--- config.mk ---
export PLATFORM = sky130hd
export DESIGN_NAME = srx_gate
export DESIGN_NICKNAME = d
export VERILOG_FILES = /design/src/rtl/srx_pkg.sv /design/src/rtl/srx_reset_sync.sv /design/src/rtl/srx_pin_sync.sv /design/src/rtl/srx_ctrl_fsm.sv /design/src/rtl/srx_shift_core.sv /design/src/rtl/srx_gate.sv
export SDC_FILE = /design/constraint.sdc
export NUM_CORES = 1
export LEC_CHECK = 0
export BUFFER_PORTS_ARGS = -buffer_cell sky130_fd_sc_hd__buf_4
export CAP_MARGIN = 25
export CORE_UTILIZATION = 53
export DETAILED_ROUTE_END_ITERATION = 8
export PLACE_DENSITY = 0.74
export SLEW_MARGIN = 20
export SYNTH_ARGS = -nofsm -noshare
export SYNTH_HDL_FRONTEND = slang
export SYNTH_SLANG_ARGS = --single-unit
--- constraint.sdc ---
create_clock -name clk -period 2.5 [get_ports clk]
set_input_delay 0.25 -clock clk [delete_from_list [all_inputs] [get_ports clk]]
set_output_delay 0.25 -clock clk [all_outputs]
set_load 0.005 [all_outputs]
--- src/rtl/srx_pkg.sv ---
package srx_pkg;
  localparam int unsigned CHAR_W = 8;

  typedef enum logic [1:0] {
    ST_OFF     = 2'd0,
    ST_IDLE    = 2'd1,
    ST_COLLECT = 2'd2,
    ST_SERVICE = 2'd3
  } rx_state_e;
endpackage

--- src/rtl/srx_reset_sync.sv ---
module srx_reset_sync #(
  parameter int unsigned STAGES = 2
) (
  input  logic clk,
  input  logic rst_n,
  output logic rst_sync_n
);
  logic [STAGES-1:0] chain_q;

  always_ff @(posedge clk or negedge rst_n) begin
    if (!rst_n) chain_q <= '0;
    else        chain_q <= {chain_q[STAGES-2:0], 1'b1};
  end

  assign rst_sync_n = chain_q[STAGES-1];
endmodule

--- src/rtl/srx_pin_sync.sv ---
module srx_pin_sync #(
  parameter int unsigned          WIDTH   = 3,
  parameter int unsigned          STAGES  = 2,
  parameter logic [WIDTH-1:0]     IDLE_LV = '0
) (
  input  logic             clk,
  input  logic             rst_n,
  input  logic [WIDTH-1:0] pin_i,
  output logic [WIDTH-1:0] sync_o,
  output logic [WIDTH-1:0] rise_o
);
  logic [WIDTH-1:0] stage_q [STAGES];
  logic [WIDTH-1:0] prev_q;

  for (genvar s = 0; s < STAGES; s++) begin : g_stage
    if (s == 0) begin : g_first
      always_ff @(posedge clk or negedge rst_n) begin
        if (!rst_n) stage_q[s] <= IDLE_LV;
        else        stage_q[s] <= pin_i;
      end
    end else begin : g_next
      always_ff @(posedge clk or negedge rst_n) begin
        if (!rst_n) stage_q[s] <= IDLE_LV;
        else        stage_q[s] <= stage_q[s-1];
      end
    end
  end

  always_ff @(posedge clk or negedge rst_n) begin
    if (!rst_n) prev_q <= IDLE_LV;
    else        prev_q <= stage_q[STAGES-1];
  end

  assign sync_o = stage_q[STAGES-1];
  assign rise_o = stage_q[STAGES-1] & ~prev_q;
endmodule

--- src/rtl/srx_ctrl_fsm.sv ---
module srx_ctrl_fsm
  import srx_pkg::*;
(
  input  logic      clk,
  input  logic      rst_n,
  input  logic      soft_rst,
  input  logic      rx_en,
  input  logic      sel_act,
  input  logic      sck_rise,
  input  logic      char_done,
  output rx_state_e state_o,
  output logic      shift_en
);
  rx_state_e state_q, state_d;

  always_comb begin
    shift_en = sck_rise && sel_act &&
               (((state_q == ST_IDLE) && rx_en) || (state_q == ST_COLLECT));
  end

  always_comb begin
    state_d = state_q;
    unique case (state_q)
      ST_OFF:     if (rx_en) state_d = ST_IDLE;
      ST_IDLE: begin
        if (!rx_en)        state_d = ST_OFF;
        else if (shift_en) state_d = ST_COLLECT;
      end
      ST_COLLECT: if (char_done) state_d = ST_SERVICE;
      ST_SERVICE: state_d = rx_en ? ST_IDLE : ST_OFF;
      default:    state_d = ST_OFF;
    endcase
    if (soft_rst) state_d = ST_OFF;
  end

  always_ff @(posedge clk or negedge rst_n) begin
    if (!rst_n) state_q <= ST_OFF;
    else        state_q <= state_d;
  end

  assign state_o = state_q;

  // software reset always lands in the off state
  a_r1_soft_rst_off: assert property (@(posedge clk) disable iff (!rst_n)
    soft_rst |=> state_q == ST_OFF);
  // nothing is shifted while off
  a_r3_off_no_shift: assert property (@(posedge clk) disable iff (!rst_n)
    (state_q == ST_OFF) |-> !shift_en);
  // servicing lasts exactly one cycle
  a_r5_service_once: assert property (@(posedge clk) disable iff (!rst_n)
    (state_q == ST_SERVICE) |=> state_q != ST_SERVICE);
  // servicing is entered only from collecting
  a_r5_service_entry: assert property (@(posedge clk) disable iff (!rst_n)
    $rose(state_q == ST_SERVICE) |-> $past(state_q) == ST_COLLECT);
  // off is left only toward idle
  a_r2_off_exit: assert property (@(posedge clk) disable iff (!rst_n)
    (state_q == ST_OFF) |=> (state_q == ST_OFF) || (state_q == ST_IDLE));
endmodule

--- src/rtl/srx_shift_core.sv ---
module srx_shift_core #(
  parameter int unsigned DATA_W = 8,
  localparam int unsigned CNT_W = (DATA_W > 1) ? $clog2(DATA_W) : 1,
  localparam logic [CNT_W-1:0] LAST = CNT_W'(DATA_W - 1)
) (
  input  logic              clk,
  input  logic              rst_n,
  input  logic              soft_rst,
  input  logic              shift_en,
  input  logic              sdi_bit,
  input  logic              rd_strobe,
  output logic [DATA_W-1:0] rx_data,
  output logic              rx_flag,
  output logic              ovr_flag,
  output logic              char_done
);
  logic [CNT_W-1:0]  cnt_q, cnt_d;
  logic [DATA_W-2:0] shreg_q, shreg_d;
  logic [DATA_W-1:0] buf_q, buf_d;
  logic              flag_q, flag_d;
  logic              ovr_q, ovr_d;

  assign char_done = shift_en && (cnt_q == LAST);

  always_comb begin
    cnt_d   = cnt_q;
    shreg_d = shreg_q;
    buf_d   = buf_q;
    flag_d  = flag_q;
    ovr_d   = ovr_q;
    if (rd_strobe) begin
      flag_d = 1'b0;
      ovr_d  = 1'b0;
    end
    if (shift_en) begin
      if (char_done) begin
        cnt_d = '0;
        buf_d = {shreg_q, sdi_bit};
        flag_d = 1'b1;
        if (flag_q && !rd_strobe) ovr_d = 1'b1;
      end else begin
        cnt_d   = cnt_q + 1'b1;
        shreg_d = {shreg_q[DATA_W-3:0], sdi_bit};
      end
    end
    if (soft_rst) begin
      cnt_d   = '0;
      shreg_d = '0;
      buf_d   = '0;
      flag_d  = 1'b0;
      ovr_d   = 1'b0;
    end
  end

  always_ff @(posedge clk or negedge rst_n) begin
    if (!rst_n) begin
      cnt_q   <= '0;
      shreg_q <= '0;
      buf_q   <= '0;
      flag_q  <= 1'b0;
      ovr_q   <= 1'b0;
    end else begin
      cnt_q   <= cnt_d;
      shreg_q <= shreg_d;
      buf_q   <= buf_d;
      flag_q  <= flag_d;
      ovr_q   <= ovr_d;
    end
  end

  assign rx_data  = buf_q;
  assign rx_flag  = flag_q;
  assign ovr_flag = ovr_q;

  // a completed character always raises the ready flag
  a_r7_flag_on_done: assert property (@(posedge clk) disable iff (!rst_n)
    (char_done && !soft_rst) |=> flag_q);
  // a read with no completion clears the flag
  a_r7_read_clears: assert property (@(posedge clk) disable iff (!rst_n)
    (rd_strobe && !char_done) |=> !flag_q);
  // completion over an unread character flags overrun
  a_r8_overrun: assert property (@(posedge clk) disable iff (!rst_n)
    (char_done && flag_q && !rd_strobe && !soft_rst) |=> ovr_q);
  // the bit counter moves only on an accepted edge
  a_r4_count_stable: assert property (@(posedge clk) disable iff (!rst_n)
    (!shift_en && !soft_rst) |=> $stable(cnt_q));
endmodule

--- src/rtl/srx_gate.sv ---
module srx_gate
  import srx_pkg::*;
#(
  parameter int unsigned DATA_W      = CHAR_W,
  parameter int unsigned SYNC_STAGES = 2
) (
  input  logic              clk,
  input  logic              rst_n,
  input  logic              soft_rst,
  input  logic              rx_en,
  input  logic              sel_n,
  input  logic              sck,
  input  logic              sdi,
  input  logic              rd_strobe,
  output logic [DATA_W-1:0] rx_data,
  output logic              rx_flag,
  output logic              ovr_flag,
  output logic [1:0]        ctrl_state
);
  localparam int unsigned PINS = 3;
  localparam logic [PINS-1:0] PIN_IDLE = 3'b010;  // {sdi, sel_n, sck}

  logic            rst_sync_n;
  logic [PINS-1:0] pins_sync, pins_rise;
  logic            shift_en, char_done;
  rx_state_e       state;

  srx_reset_sync #(.STAGES(SYNC_STAGES)) u_rst (
    .clk        (clk),
    .rst_n      (rst_n),
    .rst_sync_n (rst_sync_n)
  );

  srx_pin_sync #(.WIDTH(PINS), .STAGES(SYNC_STAGES), .IDLE_LV(PIN_IDLE)) u_sync (
    .clk    (clk),
    .rst_n  (rst_sync_n),
    .pin_i  ({sdi, sel_n, sck}),
    .sync_o (pins_sync),
    .rise_o (pins_rise)
  );

  srx_ctrl_fsm u_fsm (
    .clk       (clk),
    .rst_n     (rst_sync_n),
    .soft_rst  (soft_rst),
    .rx_en     (rx_en),
    .sel_act   (!pins_sync[1]),
    .sck_rise  (pins_rise[0]),
    .char_done (char_done),
    .state_o   (state),
    .shift_en  (shift_en)
  );

  srx_shift_core #(.DATA_W(DATA_W)) u_core (
    .clk       (clk),
    .rst_n     (rst_sync_n),
    .soft_rst  (soft_rst),
    .shift_en  (shift_en),
    .sdi_bit   (pins_sync[2]),
    .rd_strobe (rd_strobe),
    .rx_data   (rx_data),
    .rx_flag   (rx_flag),
    .ovr_flag  (ovr_flag),
    .char_done (char_done)
  );

  assign ctrl_state = state;

  // a deselected slave never accepts a bit
  a_r9_sel_gate: assert property (@(posedge clk) disable iff (!rst_sync_n)
    pins_sync[1] |-> !shift_en);
  // completion can only come from an accepted edge
  a_r6_done_needs_shift: assert property (@(posedge clk) disable iff (!rst_sync_n)
    char_done |-> shift_en);
endmodule

==> results by stage <==
Setup path:
- The highest fanout seen on the critical path is 7.
- The launch instance of the worst register-to-register path is u_core.cnt_q[0]$_DFFE_PN0P_.
- The critical path in this run is classified as reg -> reg.
- The start point of the critical path is u_core.cnt_q[0]$_DFFE_PN0P_.
- The worst setup path endpoint is u_core.rx_data[5]$_DFFE_PN0P_.
- The kind of end point of the critical path is a flop.
- The required time of the critical path is 2.74 ns.
- The endpoint of the worst-slack reg-to-reg timing path is u_core.rx_data[5]$_DFFE_PN0P_.
- For the worst setup path, the data arrival time is 1.98 ns.
- The internal reg-to-reg setup slack is 0.77 ns.
- The number of cells on the worst reg-to-reg path is 6.
- STA classifies the critical path startpoint as a flop.

Pwr:
- Of the total power, the clock network draws 36.7%.
- Net switching is 21.0% of the power.
- Summed over all cells, the static leakage comes to 0.697 nW.
- The share of total power dissipated in sequential elements is 58.5%.
- The relative contribution of combinational cells to total power is 4.7%.
- The internal portion of the total power is 0.696 mW.
- The power density over the cells is 571 nW/um2.
- In this run the power spent charging and discharging nets is 0.185 mW.
- The design draws 0.881 mW.
- IR analysis of the VDD net gives a maximum drop of 0.423 mV.

Timing:
- Setup repair after global routing left no endpoint under its margin.
- The total count of hold-check failures in the final report is 0.
- The setup violation total in the final timing report is 0.
- The maximum clock frequency is 0.577 GHz.
- At the pin with the least slew margin, the transition time is 0.496 ns.
- The final worst clock skew is 0.00598 ns.
- The worst slack on hold paths is 0.0278 ns.
- Of the available clock period, the critical path in the final layout requires 69.3%.
- The clock period could shrink to 1.73 ns.
- The max-slew violation count is 0.
- The accumulated negative setup slack is 0 ns.
- Headroom to the max-slew limit came out at 66.8%.

Finish:
- Leaving out fill and tap cells, the most frequent cells in the layout are sky130_fd_sc_hd__dfrtp_1 (29), sky130_fd_sc_hd__nand2b_1 (21), sky130_fd_sc_hd__buf_4 (21).
- The sequential cells in the finished layout cover a total of 778 um2.
- 0 antenna diodes ended up in the layout.
- The number of nets in the finished design is 135.
- The number of fillers in the final layout is 188.
- Leaving out fill and tap cells, the most frequent cell in the layout is sky130_fd_sc_hd__dfrtp_1.
- The multi-input combinational cells in the finished layout cover a total of 489 um2.
- The core utilization of the finished layout is 68.4%.
- The share of post-route cells with drive strength above 1 is 27.8%.
- The cell area after layout is 1540 um2.
- Relative to the synthesized area, the layout overhead comes to 20.2%.

Detailed routing:
- For this run, the detailed router's first-pass iteration total came to 4.
- After detailed routing, the number of vias per cell comes to 5.17.
- The number of DRC markers after the initial detailed-route iteration is 10.
- The via count is 796.
- The routed wire length is 2160 um.
- The count of nets left with antenna violations once routing finished came out at 0.
- In the final routed layout, each cell accounts on average for 14.0 um.
- The remaining design rule violation count is 0.

Synth:
- The sequential fraction of the synthesis area is 60.6%.
- The mean post-synth cell area is 13.0 um2.
- After synthesis the netlist holds a flip-flop and latch count of 31.
- The synthesized net count is 109.
- The number of distinct library cells after synthesis is 22.
- In this run the cell area of the synthesized design comes to 1280 um2.
- The top cell type by area accounts for 56.5% of the synthesized area.
- Synthesis handed over a netlist of 99 instances.
- Ranked by total cell area, the synthesized netlist is headed by sky130_fd_sc_hd__dfrtp_1 (57%), sky130_fd_sc_hd__mux2i_1 (13%), sky130_fd_sc_hd__nand2b_1 (10%), sky130_fd_sc_hd__dfstp_2 (4.1%), sky130_fd_sc_hd__ha_1 (1.9%).
- The Yosys warning count is 0.
- The biggest area contributor in the post-synthesis netlist is sky130_fd_sc_hd__dfrtp_1.

Floorplanning:
- The region available for standard cell placement spans 2250 um2.
- The floorplan step set the die height to 51.2 um.
- The starting utilization of the core area is 56.9%.
- The die footprint is 2620 um2.
- The die width is 51.2 um.
- Row generation in the floorplan step produced 17 rows.
- The number of top-level pins is 20.

Placed design:
- The count of input and output buffers is 19.
- The placed standard-cell area is 1460 um2.
- Detailed placement finished with a half-perimeter wire length of 1460 um.
- At the end of routability-driven placement, the weighted congestion stood at 0.738.

Clock tree:
- The H-tree was split into 2 levels.
- Clock-pin slew was measured on the worst setup and hold paths at 0.09 ns.
- The number of buffers created by CTS is 5.
- The clock root buffer master is sky130_fd_sc_hd__clkbuf_4.
- In this run the post-CTS setup repair buffer count came out at 0.
- The clock reaches the later pin of the worst-skew pair after 0.32 ns.
- The maximum root-to-sink buffer count is 2.
- TritonCTS built the clock tree.
- Clock tree synthesis found a total of 31 sinks.

Global routing:
- The number of global-route vias before repair is 846.
- The number of antenna violations at the first check in global routing came to 0.
- Global routing finished with a remaining overflow of 0.
- The aggregate global-route resource usage is 20.0%.
- The maximum number of pins on one net before global-route repair is 30.
- The first global-routing pass estimated 3660 um of wire.

Status:
- The run finished with clean final reports.

Run:
- Across the run, the number of max-cap violations was 0.

Hold path:
- The path class of the lowest-slack min-delay path is in -> reg.
## worst min path at each step
| stage | to | slack (ns) | depth (start not counted) | from |
|---|---|---|---|---|
| finish | u_sync.stage_q[4]$_DFF_PN1_ | 0.03 | 1 | sel_n |
| global route | u_sync.stage_q[4]$_DFF_PN1_ | 0.01 | 1 | sel_n |
| CTS | u_sync.stage_q[4]$_DFF_PN1_ | 0.02 | 1 | sel_n |
| detailed placement | u_rst.chain_q[1]$_DFF_PN0_ | 0.03 | 1 | rst_n |
| global placement | u_rst.chain_q[1]$_DFF_PN0_ | 0.03 | 1 | rst_n |
| floorplan | u_rst.chain_q[0]$_DFF_PN0_ | -0.05 | 0 | rst_n |
## timing repair
item / in CTS / in global routing
hold buffers: 1 / 0
endpoints found under the hold margin: 2 / 0
resized for setup: 0 / 0
## power groups by stage
stage / logic, mW / registers (mW) / clock network [mW]
global placement: 0.0406 / 0.525 / 0
global route: 0.0470 / 0.516 / 0.352
detailed placement: 0.0414 / 0.526 / 0
CTS: 0.0427 / 0.516 / 0.334
finish: 0.0417 / 0.516 / 0.324
floorplan: 0.0170 / 0.530 / 0
## routing by layer
| layer | vias to the layer above | GRT usage, % | share of wire (%) |
|---|---|---|---|
| met3 | 5 | 6.55 | 4.0 |
| met5 | - | 0 | 0 |
| met2 | 21 | 32.5 | 49 |
| met1 | 389 | 23.5 | 45 |
| met4 | 0 | 10.8 | 1.9 |
| li1 | 381 | - | - |
## kinds of logic (layout without fill, tap and decap cells)
group / count (synthesis) / in the layout / share of synthesized area (%)
compound gates: 9 / 9 / 5.56
fa+ha+maj: 2 / 2 / 1.95
buf+inv: 4 / 31 / 1.27
flops: 31 / 31 / 60.6
mux: 18 / 18 / 14.1
other cells: 1 / 1 / 0.292
simple gates: 34 / 34 / 16.2
## worst max-delay path, cell delays in order, from the launching register on
cell and delay [ns]:
sky130_fd_sc_hd__dfrtp_1 0.38, sky130_fd_sc_hd__ha_1 0.16, sky130_fd_sc_hd__ha_1 0.24, sky130_fd_sc_hd__and4bb_2 0.27
sky130_fd_sc_hd__a21boi_0 0.18, sky130_fd_sc_hd__buf_4 0.21, sky130_fd_sc_hd__mux2i_1 0.21
## flip-flops by register name (all words and copies together), names as in the netlist
register and flops:
u_sync.sync_o 3, u_core.rx_flag 1, u_sync.prev_q 1, u_core.ovr_flag 1, u_rst.chain_q 2, u_core.cnt_q 3
u_core.shreg_q 7, u_sync.stage_q 3, u_core.rx_data 8, u_fsm.state_o 2
## Yosys cell counts
cell and n:
sky130_fd_sc_hd__a211oi_4 1, sky130_fd_sc_hd__a21bo_2 1, sky130_fd_sc_hd__a21boi_0 1, sky130_fd_sc_hd__a21oi_1 3, sky130_fd_sc_hd__and4bb_2 1, sky130_fd_sc_hd__buf_2 1, sky130_fd_sc_hd__clkbuf_1 2, sky130_fd_sc_hd__conb_1 1
sky130_fd_sc_hd__dfrtp_1 29, sky130_fd_sc_hd__dfstp_2 2, sky130_fd_sc_hd__ha_1 2, sky130_fd_sc_hd__inv_1 1, sky130_fd_sc_hd__mux2_2 1, sky130_fd_sc_hd__mux2i_1 17, sky130_fd_sc_hd__nand2_1 4, sky130_fd_sc_hd__nand2b_1 21
sky130_fd_sc_hd__nand3b_1 1, sky130_fd_sc_hd__nor2_1 3, sky130_fd_sc_hd__nor2b_1 3, sky130_fd_sc_hd__o21ai_0 2, sky130_fd_sc_hd__o311ai_0 1, sky130_fd_sc_hd__or3b_4 1
## layout make-up
class	instances	share of cell area [%]
well taps	28	2.27
clock buffers	8	4.46
repair buffers	22	10.9
inverters	1	0.243
flip-flops and latches	31	50.4
multi-input cells	64	31.7
## per-stage QoR
stage	worst slack [ns]	std cells
global route	0.632	154
CTS	0.722	154
detailed placement	0.771	145
global placement	0.831	145
finish	0.766	154
floorplan	0.937	99
No activity file was read; power rests on OpenSTA's default activity.
